==> src/rtl/spi_duplex_pkg.sv <==
package spi_duplex_pkg;

  localparam int unsigned RATE_W = 3;

  typedef enum logic [1:0] {
    REG_CFG  = 2'd0,
    REG_STAT = 2'd1,
    REG_DATA = 2'd2
  } reg_sel_e;

  // bit 7 irq_en, bits 6:4 rate, bit 3 cpha, bit 2 cpol, bit 1 master, bit 0 en
  typedef struct packed {
    logic              irq_en;
    logic [RATE_W-1:0] rate;
    logic              cpha;
    logic              cpol;
    logic              master;
    logic              en;
  } cfg_t;

  // System clocks per serial half period for a given rate code.
  function automatic int unsigned sck_half(input logic [RATE_W-1:0] sel);
    return 32'd1 << sel;
  endfunction

  // Odd edges (1-based) are leading edges; capture on them when cpha is 0.
  function automatic logic is_capture_edge(input logic cpha, input logic odd_edge);
    return cpha ? !odd_edge : odd_edge;
  endfunction

endpackage

==> src/rtl/spi_duplex_sync.sv <==
module spi_duplex_sync #(
  parameter logic RST_VAL = 1'b0
) (
  input  logic clk,
  input  logic rst_n,
  input  logic d_async,
  output logic q_sync
);
  logic meta;

  always_ff @(posedge clk or negedge rst_n) begin
    if (!rst_n) begin
      meta   <= RST_VAL;
      q_sync <= RST_VAL;
    end else begin
      meta   <= d_async;
      q_sync <= meta;
    end
  end
endmodule

==> src/rtl/spi_duplex_clkgen.sv <==
module spi_duplex_clkgen
  import spi_duplex_pkg::*;
#(
  parameter int unsigned EDGES = 16,
  localparam int unsigned IDX_W = $clog2(EDGES + 1),
  localparam int unsigned DIV_W = 2 ** RATE_W
) (
  input  logic              clk,
  input  logic              rst_n,
  input  logic              start,
  input  logic              abort,
  input  logic              cpol,
  input  logic [RATE_W-1:0] rate,
  output logic              active,
  output logic              tick,
  output logic [IDX_W-1:0]  tick_idx,
  output logic              sck
);
  logic [DIV_W-1:0] div_cnt;
  logic [DIV_W-1:0] half_m1;
  logic [IDX_W-1:0] edge_cnt;
  logic             last_edge;

  assign half_m1   = DIV_W'(sck_half(rate) - 32'd1);
  assign tick      = active && (div_cnt == half_m1);
  assign tick_idx  = edge_cnt + 1'b1;
  assign last_edge = (tick_idx == IDX_W'(EDGES));

  always_ff @(posedge clk or negedge rst_n) begin
    if (!rst_n) begin
      active   <= 1'b0;
      div_cnt  <= '0;
      edge_cnt <= '0;
      sck      <= 1'b0;
    end else if (abort) begin
      active   <= 1'b0;
      div_cnt  <= '0;
      edge_cnt <= '0;
      sck      <= cpol;
    end else if (start) begin
      active   <= 1'b1;
      div_cnt  <= '0;
      edge_cnt <= '0;
      sck      <= cpol;
    end else if (active) begin
      if (tick) begin
        div_cnt <= '0;
        sck     <= ~sck;
        if (last_edge) begin
          active   <= 1'b0;
          edge_cnt <= '0;
        end else begin
          edge_cnt <= tick_idx;
        end
      end else begin
        div_cnt <= div_cnt + 1'b1;
      end
    end else begin
      sck <= cpol;
    end
  end
endmodule

==> src/rtl/spi_duplex_shifter.sv <==
module spi_duplex_shifter
  import spi_duplex_pkg::*;
#(
  parameter int unsigned DATA_W = 8,
  localparam int unsigned EDGES = 2 * DATA_W,
  localparam int unsigned IDX_W = $clog2(EDGES + 1)
) (
  input  logic              clk,
  input  logic              rst_n,
  input  logic              load,
  input  logic [DATA_W-1:0] load_val,
  input  logic              ev,
  input  logic [IDX_W-1:0]  ev_idx,
  input  logic              cpha,
  input  logic              din,
  output logic              sout,
  output logic              done,
  output logic [DATA_W-1:0] rx_word
);
  logic [DATA_W-1:0] tx_sh;
  logic [DATA_W-1:0] rx_sh;
  logic              capture;
  logic              first_edge;
  logic              last_edge;

  assign capture    = is_capture_edge(cpha, ev_idx[0]);
  assign first_edge = (ev_idx == IDX_W'(1));
  assign last_edge  = (ev_idx == IDX_W'(EDGES));
  assign sout       = tx_sh[DATA_W-1];
  assign rx_word    = rx_sh;

  always_ff @(posedge clk or negedge rst_n) begin
    if (!rst_n) begin
      tx_sh <= '0;
      rx_sh <= '0;
      done  <= 1'b0;
    end else begin
      done <= ev && last_edge;
      if (load) begin
        tx_sh <= load_val;
      end else if (ev) begin
        if (capture) begin
          rx_sh <= {rx_sh[DATA_W-2:0], din};
        end else if (!(cpha && first_edge)) begin
          tx_sh <= {tx_sh[DATA_W-2:0], 1'b0};
        end
      end
    end
  end
endmodule

==> src/rtl/spi_duplex_regs.sv <==
module spi_duplex_regs
  import spi_duplex_pkg::*;
#(
  parameter int unsigned DATA_W = 8
) (
  input  logic              clk,
  input  logic              rst_n,
  input  logic              bus_wr,
  input  logic              bus_rd,
  input  logic [1:0]        bus_addr,
  input  logic [DATA_W-1:0] bus_wdata,
  output logic [DATA_W-1:0] bus_rdata,
  input  logic              busy,
  input  logic              xfer_done,
  input  logic              fault_ev,
  input  logic [DATA_W-1:0] rx_word,
  output cfg_t              cfg,
  output logic              data_wr,
  output logic              coll_ev,
  output logic              done_flag,
  output logic              coll_flag,
  output logic              fault_flag,
  output logic [DATA_W-1:0] rbuf,
  output logic              irq
);
  logic wr_cfg;
  logic rd_stat;
  logic data_acc;
  logic armed;
  cfg_t cfg_nxt;
  logic [7:0] stat_byte;

  assign wr_cfg   = bus_wr && (bus_addr == REG_CFG);
  assign rd_stat  = bus_rd && (bus_addr == REG_STAT);
  assign data_wr  = bus_wr && (bus_addr == REG_DATA);
  assign data_acc = (bus_wr || bus_rd) && (bus_addr == REG_DATA);
  assign coll_ev  = data_wr && busy;
  assign stat_byte = {5'b0, fault_flag, coll_flag, done_flag};
  assign irq      = cfg.irq_en && (done_flag || fault_flag);

  always_comb begin
    cfg_nxt = wr_cfg ? cfg_t'(bus_wdata[7:0]) : cfg;
    if (fault_ev) begin
      cfg_nxt.en     = 1'b0;
      cfg_nxt.master = 1'b0;
    end
  end

  always_comb begin
    case (bus_addr)
      REG_CFG:  bus_rdata = DATA_W'(cfg);
      REG_STAT: bus_rdata = DATA_W'(stat_byte);
      REG_DATA: bus_rdata = rbuf;
      default:  bus_rdata = '0;
    endcase
  end

  always_ff @(posedge clk or negedge rst_n) begin
    if (!rst_n) begin
      cfg        <= '0;
      armed      <= 1'b0;
      done_flag  <= 1'b0;
      coll_flag  <= 1'b0;
      fault_flag <= 1'b0;
      rbuf       <= '0;
    end else begin
      cfg <= cfg_nxt;

      if (rd_stat)                  armed <= 1'b1;
      else if (data_acc || wr_cfg)  armed <= 1'b0;

      if (xfer_done)                done_flag <= 1'b1;
      else if (armed && data_acc)   done_flag <= 1'b0;

      if (coll_ev)                  coll_flag <= 1'b1;
      else if (armed && data_acc)   coll_flag <= 1'b0;

      if (fault_ev)                 fault_flag <= 1'b1;
      else if (armed && wr_cfg)     fault_flag <= 1'b0;

      if (xfer_done)                rbuf <= rx_word;
    end
  end
endmodule

==> src/rtl/spi_duplex_ctrl.sv <==
module spi_duplex_ctrl
  import spi_duplex_pkg::*;
#(
  parameter int unsigned DATA_W = 8
) (
  input  logic              clk,
  input  logic              rst_n,
  input  logic              bus_wr,
  input  logic              bus_rd,
  input  logic [1:0]        bus_addr,
  input  logic [DATA_W-1:0] bus_wdata,
  output logic [DATA_W-1:0] bus_rdata,
  output logic              irq,
  input  logic              sck_i,
  output logic              sck_o,
  output logic              sck_oe,
  input  logic              ss_n_i,
  input  logic              mosi_i,
  output logic              mosi_o,
  output logic              mosi_oe,
  input  logic              miso_i,
  output logic              miso_o,
  output logic              miso_oe
);
  localparam int unsigned EDGES = 2 * DATA_W;
  localparam int unsigned IDX_W = $clog2(EDGES + 1);

  cfg_t              cfg;
  logic              ss_s;
  logic              sck_s;
  logic              sck_prev;
  logic              is_master;
  logic              slave_sel;
  logic              fault_ev;
  logic              busy;
  logic              data_wr;
  logic              coll_ev;
  logic              load;
  logic              m_start;
  logic              m_abort;
  logic              m_active;
  logic              m_tick;
  logic [IDX_W-1:0]  m_idx;
  logic              m_sck;
  logic              s_edge;
  logic [IDX_W-1:0]  s_cnt;
  logic [IDX_W-1:0]  s_idx;
  logic              ev;
  logic [IDX_W-1:0]  ev_idx;
  logic              din;
  logic              sout;
  logic              xfer_done;
  logic [DATA_W-1:0] rx_word;
  logic              done_flag;
  logic              coll_flag;
  logic              fault_flag;
  logic [DATA_W-1:0] rbuf;
  logic              cfg_cpol;

  spi_duplex_sync #(.RST_VAL(1'b1)) u_ss_sync (
    .clk(clk), .rst_n(rst_n), .d_async(ss_n_i), .q_sync(ss_s)
  );

  spi_duplex_sync #(.RST_VAL(1'b0)) u_sck_sync (
    .clk(clk), .rst_n(rst_n), .d_async(sck_i), .q_sync(sck_s)
  );

  assign cfg_cpol  = cfg.cpol;
  assign is_master = cfg.en && cfg.master;
  assign slave_sel = cfg.en && !cfg.master && !ss_s;
  assign fault_ev  = is_master && !ss_s;
  assign busy      = m_active || slave_sel;
  assign load      = data_wr && !busy;
  assign m_start   = load && is_master && ss_s;
  assign m_abort   = fault_ev || !is_master;

  spi_duplex_regs #(.DATA_W(DATA_W)) u_regs (
    .clk(clk), .rst_n(rst_n),
    .bus_wr(bus_wr), .bus_rd(bus_rd), .bus_addr(bus_addr),
    .bus_wdata(bus_wdata), .bus_rdata(bus_rdata),
    .busy(busy), .xfer_done(xfer_done), .fault_ev(fault_ev), .rx_word(rx_word),
    .cfg(cfg), .data_wr(data_wr), .coll_ev(coll_ev),
    .done_flag(done_flag), .coll_flag(coll_flag), .fault_flag(fault_flag),
    .rbuf(rbuf), .irq(irq)
  );

  spi_duplex_clkgen #(.EDGES(EDGES)) u_clkgen (
    .clk(clk), .rst_n(rst_n),
    .start(m_start), .abort(m_abort),
    .cpol(cfg.cpol), .rate(cfg.rate),
    .active(m_active), .tick(m_tick), .tick_idx(m_idx), .sck(m_sck)
  );

  // Slave edge tracking on the resynchronised serial clock.
  assign s_edge = slave_sel && (sck_s ^ sck_prev);
  assign s_idx  = s_cnt + 1'b1;

  always_ff @(posedge clk or negedge rst_n) begin
    if (!rst_n) begin
      sck_prev <= 1'b0;
      s_cnt    <= '0;
    end else begin
      sck_prev <= sck_s;
      if (!slave_sel)  s_cnt <= '0;
      else if (s_edge) s_cnt <= (s_idx == IDX_W'(EDGES)) ? '0 : s_idx;
    end
  end

  assign ev     = m_active ? m_tick : s_edge;
  assign ev_idx = m_active ? m_idx  : s_idx;
  assign din    = m_active ? miso_i : mosi_i;

  spi_duplex_shifter #(.DATA_W(DATA_W)) u_shift (
    .clk(clk), .rst_n(rst_n),
    .load(load), .load_val(bus_wdata),
    .ev(ev), .ev_idx(ev_idx), .cpha(cfg.cpha), .din(din),
    .sout(sout), .done(xfer_done), .rx_word(rx_word)
  );

  assign sck_o   = m_sck;
  assign sck_oe  = is_master;
  assign mosi_o  = sout;
  assign mosi_oe = is_master;
  assign miso_o  = sout;
  assign miso_oe = slave_sel;
endmodule

==> config.mk <==
export PLATFORM = sky130hd
export DESIGN_NAME = spi_duplex_ctrl
export DESIGN_NICKNAME = d
export VERILOG_FILES = /design/src/rtl/spi_duplex_pkg.sv /design/src/rtl/spi_duplex_sync.sv /design/src/rtl/spi_duplex_clkgen.sv /design/src/rtl/spi_duplex_shifter.sv /design/src/rtl/spi_duplex_regs.sv /design/src/rtl/spi_duplex_ctrl.sv
export SDC_FILE = /design/constraint.sdc
export NUM_CORES = 1
export LEC_CHECK = 0
export ABC_AREA = 1
export BUFFER_PORTS_ARGS = -buffer_cell sky130_fd_sc_hd__buf_4
export CORE_MARGIN = 4
export CORE_UTILIZATION = 59
export DETAILED_ROUTE_END_ITERATION = 16
export PLACE_DENSITY = 0.8
export SLEW_MARGIN = 15
export SYNTH_ARGS = -nofsm -noshare
export SYNTH_HDL_FRONTEND = slang
export SYNTH_SLANG_ARGS = --single-unit
==> constraint.sdc <==
create_clock -name clk -period 2.2 [get_ports clk]
set_input_delay 0.11 -clock clk [delete_from_list [all_inputs] [get_ports clk]]
set_output_delay 0.11 -clock clk [all_outputs]
set_load 0.05 [all_outputs]
==> results of run 1 <==
[kinds of logic (layout without fill, tap and decap cells)]
group,Yosys count,in the layout
simple gates,225,225
flops,62,62
mux,1,1
fa+ha+maj,3,3
xor+xnor,3,3
buf+inv,68,117
compound gates,60,60
[how the worst max path moves through the flow]
stage,endpoint,slack (ps)
2_1_floorplan,u_shift.rx_word[0],430
3_3_place_gp,u_shift.tx_sh[2],420
3_5_place_dp,u_clkgen.div_cnt[2],350
4_1_cts,u_clkgen.div_cnt[2],350
5_1_grt,u_clkgen.div_cnt[2],60
6_report,u_shift.rx_word[0],310
[routing by layer]
| metal | vias up | routed length [um] | part of all wire [%] | global-route usage (%) |
|---|---|---|---|---|
| met5 | - | 0 | 0 | 0 |
| met4 | 0 | 137 | 1.9 | 8.472 |
| met3 | 13 | 375 | 5.1 | 4.447 |
| met2 | 69 | 3482 | 48 | 41.43 |
| met1 | 1347 | 3321 | 45 | 33.52 |
| li1 | 1452 | - | - | - |
[state kept, by name, summed over array words and instances, names as in the netlist, 5 cells and up]
register,flops
s_cnt,5
u_clkgen.div_cnt,8
u_clkgen.edge_cnt,5
u_regs.cfg,8
u_regs.rbuf,8
u_shift.rx_word,8
u_shift.tx_sh,8
[cell type report]
type	count	area (um^2)	share of cell area, %
flip-flops and latches	62	1554	41.10
multi-input cells	292	1420	37.56
repair buffers	40	315.3	8.339
inverters	61	229.0	6.056
clock buffers	9	123.9	3.276
well taps	70	87.58	2.316
clock inverters	7	51.30	1.357
[placed cells by master, fill, tap and decap left out, types with 4 or more instances in the layout]
master and n:
buf_4 34, nand4_1 8, dfrtp_1 60, nor3_1 4
o21ai_0 37, nand2_1 121, a21oi_1 9, inv_1 59
o22ai_1 7, nand3_1 45, nor2_1 29, clkbuf_8 9
dlygate4sd3_1 6
[stage by stage]
stage               std cells  setup slack [ps]  utilization (%)  hold slack [ps]  power (mW)
global placement          519             418.4            68.13            218.3       2.336
floorplan                 422             426.8                -           -185.6       2.093
detailed placement        519             353.1            68.13            219.5       2.360
CTS                       541             347.2            72.64            6.473       3.244
finish                    541             312.2            72.64            16.94       3.224
global route              541             57.88            72.64            29.91       3.416
[power by group through the flow]
| stage | Sequential [mW] | Combinational, mW | Clock (mW) |
|---|---|---|---|
| 6_report | 1.41 | 0.940 | 0.873 |
| 5_1_grt | 1.43 | 1.05 | 0.941 |
| 4_1_cts | 1.41 | 0.941 | 0.893 |
| 3_5_place_dp | 1.43 | 0.930 | 0 |
| 3_3_place_gp | 1.42 | 0.913 | 0 |
| 2_1_floorplan | 1.43 | 0.667 | 0 |
[worst max-delay path: stages (launching register included)]
cell     delay [ps]
dfrtp_1         650
o21ai_0         260
or2_2           340
nand3_1         120
inv_1           160
nand2_4         160
nand2_1          80
o21ai_2          60
[what timing repair did]
item,CTS,global route
hold buffers,6,0
setup buffers,0,0
endpoints found under the hold margin,65,0
==> metrics.txt, run 1 <==
largest family of logic cells by synthesized area=simple AND/OR/NAND/NOR gates; Routed Antenna Nets=0; simple-gate share of the synthesized area=31.18%; Pint=1.991 mW; syn_nets=443; Crit Path Max Fanout=12; post-route setup TNS=0 ps; R2R Path End=u_shift.rx_word[0]; Worst Hold Path Cells=3; Routed WL=7317 um; TritonCTS clock tree=built; WP data required=2480 ps; Post-Synth XOR/XNOR Area=0.8092%; Psw=1.233 mW; Max Freq=529.7 MHz; Mapped Cells=422; DP HPWL=5379 um; P_leak=1.895 nW; R2R cell count=7; Routed wire per std cell=13.52 um; max cap viols=0; Syn. warnings=0; syn_area_per_cell=7.694 um^2; Slew Limit Headroom=48.35%; pin count of the biggest net entering global routing=63; Die Wd=82.19 um; Worst setup EP type=register; switching share of total power=38.24%; element type at the critical path start=register; CP arrival=2170 ps; status=complete, no violations; core area=5205 um^2; Layout Nets=487; Seq/Total Area, Yosys=47.86%; Bufs on Longest Clock Path=2; Rows=26; Post-Place Cell Area=3546 um^2; top-area cell type share of the netlist area=46.24%; first-pass GRT wire length=12910 um; gr usage total=25.14%; Worst Hold End=u_regs.armed; Placer Congestion=0.8777; Die ar.=6754 um^2; worst hold start=bus_rd; CTS resizes=0; vias in the first global route=2825; Final Instance Area=3781 um^2; Syn Std Cell Area=3247 um^2; layout cells sized above 1=14.86%; flop-to-flop setup slack=310 ps; RSZ-0062 raised after global routing=false; complex-gate fraction of the synthesized area=10.29%; count leader, synth=nand2_1; Comb power frac=29.2%; via total after detailed routing=2881; Yosys cell types=35; IO Port Bufs=32; Vias/cell=5.325; CP Launch Point=u_clkgen.active; final setup vio count=0; top_reg_cell synth=dfrtp_1; mux contribution to synthesized area=0.3083%; total CTS buffers=9; asr flop ratio synth=100.0%; die height=82.19 um; top cells by count, synth=nand2_1 (121), dfrtp_1 (60), inv_1 (59); fillers=400; Initial DRT Pass Iterations=5; Final period util=85.81%; Iteration-0 DRC Markers=173; reg2reg start=u_clkgen.active; Flop pwr share=43.8%; grt total ovfl=0; power density cells=852.7 nW/um^2; Clock Latency Late Sink=340 ps; # diodes=0; clk slew on worst S/H paths=80 ps; Synth Area in Adders=1.156%; dominant cells by area after synthesis=dfrtp_1 (46%), nand2_1 (14%), nand3_1 (6.9%); Hold Crit Class=in -> reg; drt drc=0; Final Skew=8.504 ps; Root Buffer=clkbuf_8; starting density of the core=62.38%; Clock Sinks=62; Ports=33; Synth area leader=dfrtp_1; Post-synth EDFFs=0; Crit Path Class=reg -> reg; Seq cells post-synth=62; Hold Vio Cnt, Final=0; Layout area overhead=16.45%; Max H-tree Level=3; crit path time final=1888 ps; Tightest Pin Transition=774.8 ps; initial antenna violation count=0; max-slew violations=0; clock network fraction of total power=27.1%; Peak VDD IR=0.7587 mV
No activity file was read; power rests on OpenSTA's default activity.
==> run 2: changes to the inputs <==
--- a/config.mk
+++ b/config.mk
@@ -7,10 +7,10 @@
 export LEC_CHECK = 0
 export ABC_AREA = 1
 export BUFFER_PORTS_ARGS = -buffer_cell sky130_fd_sc_hd__buf_4
-export CORE_MARGIN = 4
 export CORE_UTILIZATION = 59
 export DETAILED_ROUTE_END_ITERATION = 16
 export PLACE_DENSITY = 0.8
+export RECOVER_POWER = 100
 export SLEW_MARGIN = 15
 export SYNTH_ARGS = -nofsm -noshare
 export SYNTH_HDL_FRONTEND = slang
==> run 2 against run 1 <==
The flow now finishes with violations (max-capacitance violations, max-slew violations). Critical endpoint is now u_shift.tx_sh[4]. Non-clock buffer count rose by 1. Register-to-register slack hardly changed. Design area shrank 1.3%. Highest routed layer unchanged. Critical path type unchanged. Clock power up 14%.
==> metrics.txt, run 2 (same netlist as run 1, synthesis figures left out) <==
Routed wire per std cell=14.22 um (was 13.52 um); Final Skew=9.584 ps (was 8.504 ps); failing checks=max-capacitance violations, max-slew violations; post-route setup TNS=0 ps (unchanged); clk slew on worst S/H paths=80 ps (about the same); Layout area overhead=14.95% (was 16.45%); Die Wd=76.19 um (was 82.19 um); Worst setup EP type=register (unchanged); WP data required=2430 ps (was 2480 ps); Root Buffer=clkbuf_8 (unchanged); Slew Limit Headroom=-1.172% (was 48.35%); Routed Antenna Nets=0 (unchanged); fin cells=542 (was 541); element type at the critical path start=register (unchanged); post-CTS setup buffer count=0 (unchanged); gr usage total=29.75% (was 25.14%); P_leak=1.839 nW (was 1.895 nW); Final Instance Area=3732 um^2 (was 3781 um^2); Clock Latency Late Sink=350 ps (was 340 ps); Tightest Pin Transition=1518 ps (was 774.8 ps); CP arrival=2130 ps (was 2170 ps); most common cell after layout, fill and taps aside=nand2_1 (unchanged); vias in the first global route=2906 (was 2825); Routed WL=7709 um (was 7317 um); status=complete, but fails checks (was complete, no violations); die height=76.19 um (was 82.19 um); max-slew violations=63 (was 0); total CTS buffers=9 (unchanged); Crit Path Max Fanout=20 (was 12); Clock Sinks=62 (unchanged); Placed Cells=519 (unchanged); Iteration-0 DRC Markers=198 (was 173); Bufs on Longest Clock Path=2 (unchanged); Max H-tree Level=3 (unchanged); Placer Congestion=0.9417 (was 0.8777); Ports=33 (unchanged); max cap viols=1 (was 0); final setup vio count=0 (unchanged); pin count of the biggest net entering global routing=63 (unchanged); layout cells sized above 1=10.17% (was 14.86%); final core utilization=71.71% (was 72.64%); grt total ovfl=0 (unchanged); Hold Crit Class=in -> reg (unchanged); DP HPWL=5623 um (was 5379 um); initial antenna violation count=0 (unchanged); IO Port Bufs=32 (unchanged); Initial DRT Pass Iterations=5 (unchanged); Hold Vio Cnt, Final=0 (unchanged); Rows=26 (unchanged); crit path time final=1892 ps (was 1888 ps); Die ar.=5804 um^2 (was 6754 um^2); Crit Path Class=reg -> reg (unchanged); via total after detailed routing=2958 (was 2881); TritonCTS clock tree=built (unchanged); Vias/cell=5.458 (was 5.325); power density cells=882.5 nW/um^2 (was 852.7 nW/um^2); Peak VDD IR=0.6653 mV (was 0.7587 mV); RSZ-0062 raised after global routing=false (unchanged); starting density of the core=62.38% (unchanged); most frequent cells in the layout=nand2_1 (121), dfrtp_1 (60), inv_1 (59) (unchanged); # diodes=0 (unchanged); drt drc=0 (unchanged); Max Freq=528.5 MHz (was 529.7 MHz); Final period util=86.01% (was 85.81%); Layout Nets=488 (was 487); first-pass GRT wire length=13390 um (was 12910 um); core area=5205 um^2 (unchanged); Post-Place Cell Area=3546 um^2 (unchanged)
run 2: changes by cell type in the layout (fill, tap and decap cells not counted), sizes merged:
cell | previous run | this run
buf | 34 | 14
bufinv | 0 | 1
inv | 61 | 62
clkinv | 5 | 4
dlygate4sd3 | 6 | 7
clkbuf | 9 | 29
clkinvlp | 2 | 1
run 2: worst paths after layout:
check | start | endpoint | cells past startpoint | slack [ps]
worst max-delay path | u_clkgen.active | u_shift.tx_sh[4] | 8 | 310
min in group asynchronous | rst_n | u_shift.rx_word[7] | 2 | 670
worst min-delay path | bus_wdata[5] | u_regs.cfg[5] | 3 | 10
worst min register to register | u_sck_sync.meta | u_sck_sync.q_sync | 0 | 360
max in group asynchronous | rst_n | s_cnt[3] | 2 | 610
worst max register to register | u_clkgen.active | u_shift.tx_sh[4] | 8 | 310
run 2: critical path, stage by stage, from the launching register on:
cell,delay [ps]
dfrtp_1,630
inv_1,240
nand3_1,210
buf_4,260
inv_1,160
nand2_1,110
nand2_1,50
nand3_1,70
nand2_1,50
run 2: cell type report:
class	instances	area, um^2
fill	441	1473
timing repair buffer	41	259.0
tap	70	87.58
inverter	61	229.0
multi-input combinational	292	1405
clock buffer	9	123.9
sequential	62	1554
clock inverter	7	73.82
run 2: per-stage QoR:
stage | worst slack [ps] | hold slack [ps] | total power, mW
after floorplan | 426.8 | -185.6 | 2.093
after global placement | 402.2 | 219.2 | 2.332
after detailed placement | 361.9 | 220.6 | 2.368
after CTS | 336.4 | 1.076 | 3.380
after global routing | 94.39 | 34.41 | 3.469
final | 307.8 | 12.67 | 3.294
run 2: what timing repair did:
| action | CTS | global route |
|---|---|---|
| setup endpoints to repair | 0 | 0 |
| hold buffers | 7 | 0 |
| hold endpoints to repair | 66 | 0 |
| gates resized for setup | 0 | 0 |
run 2: layer usage:
layer | vias up | GRT usage (%) | wire, um | share of wire [%]
met4 | 0 | 13.08 | 146 | 1.9
met3 | 14 | 4.192 | 365 | 4.7
met5 | - | 0 | 0 | 0
li1 | 1457 | - | - | -
met1 | 1391 | 38.68 | 3400 | 44
met2 | 96 | 49.82 | 3796 | 49
run 2: report_power, final:
part | internal [mW] | switching (mW) | leakage [nW] | total, mW
clock | 0.526 | 0.472 | 0.0996 | 0.998
combinational | 0.233 | 0.654 | 0.916 | 0.887
sequential | 1.30 | 0.114 | 0.824 | 1.41
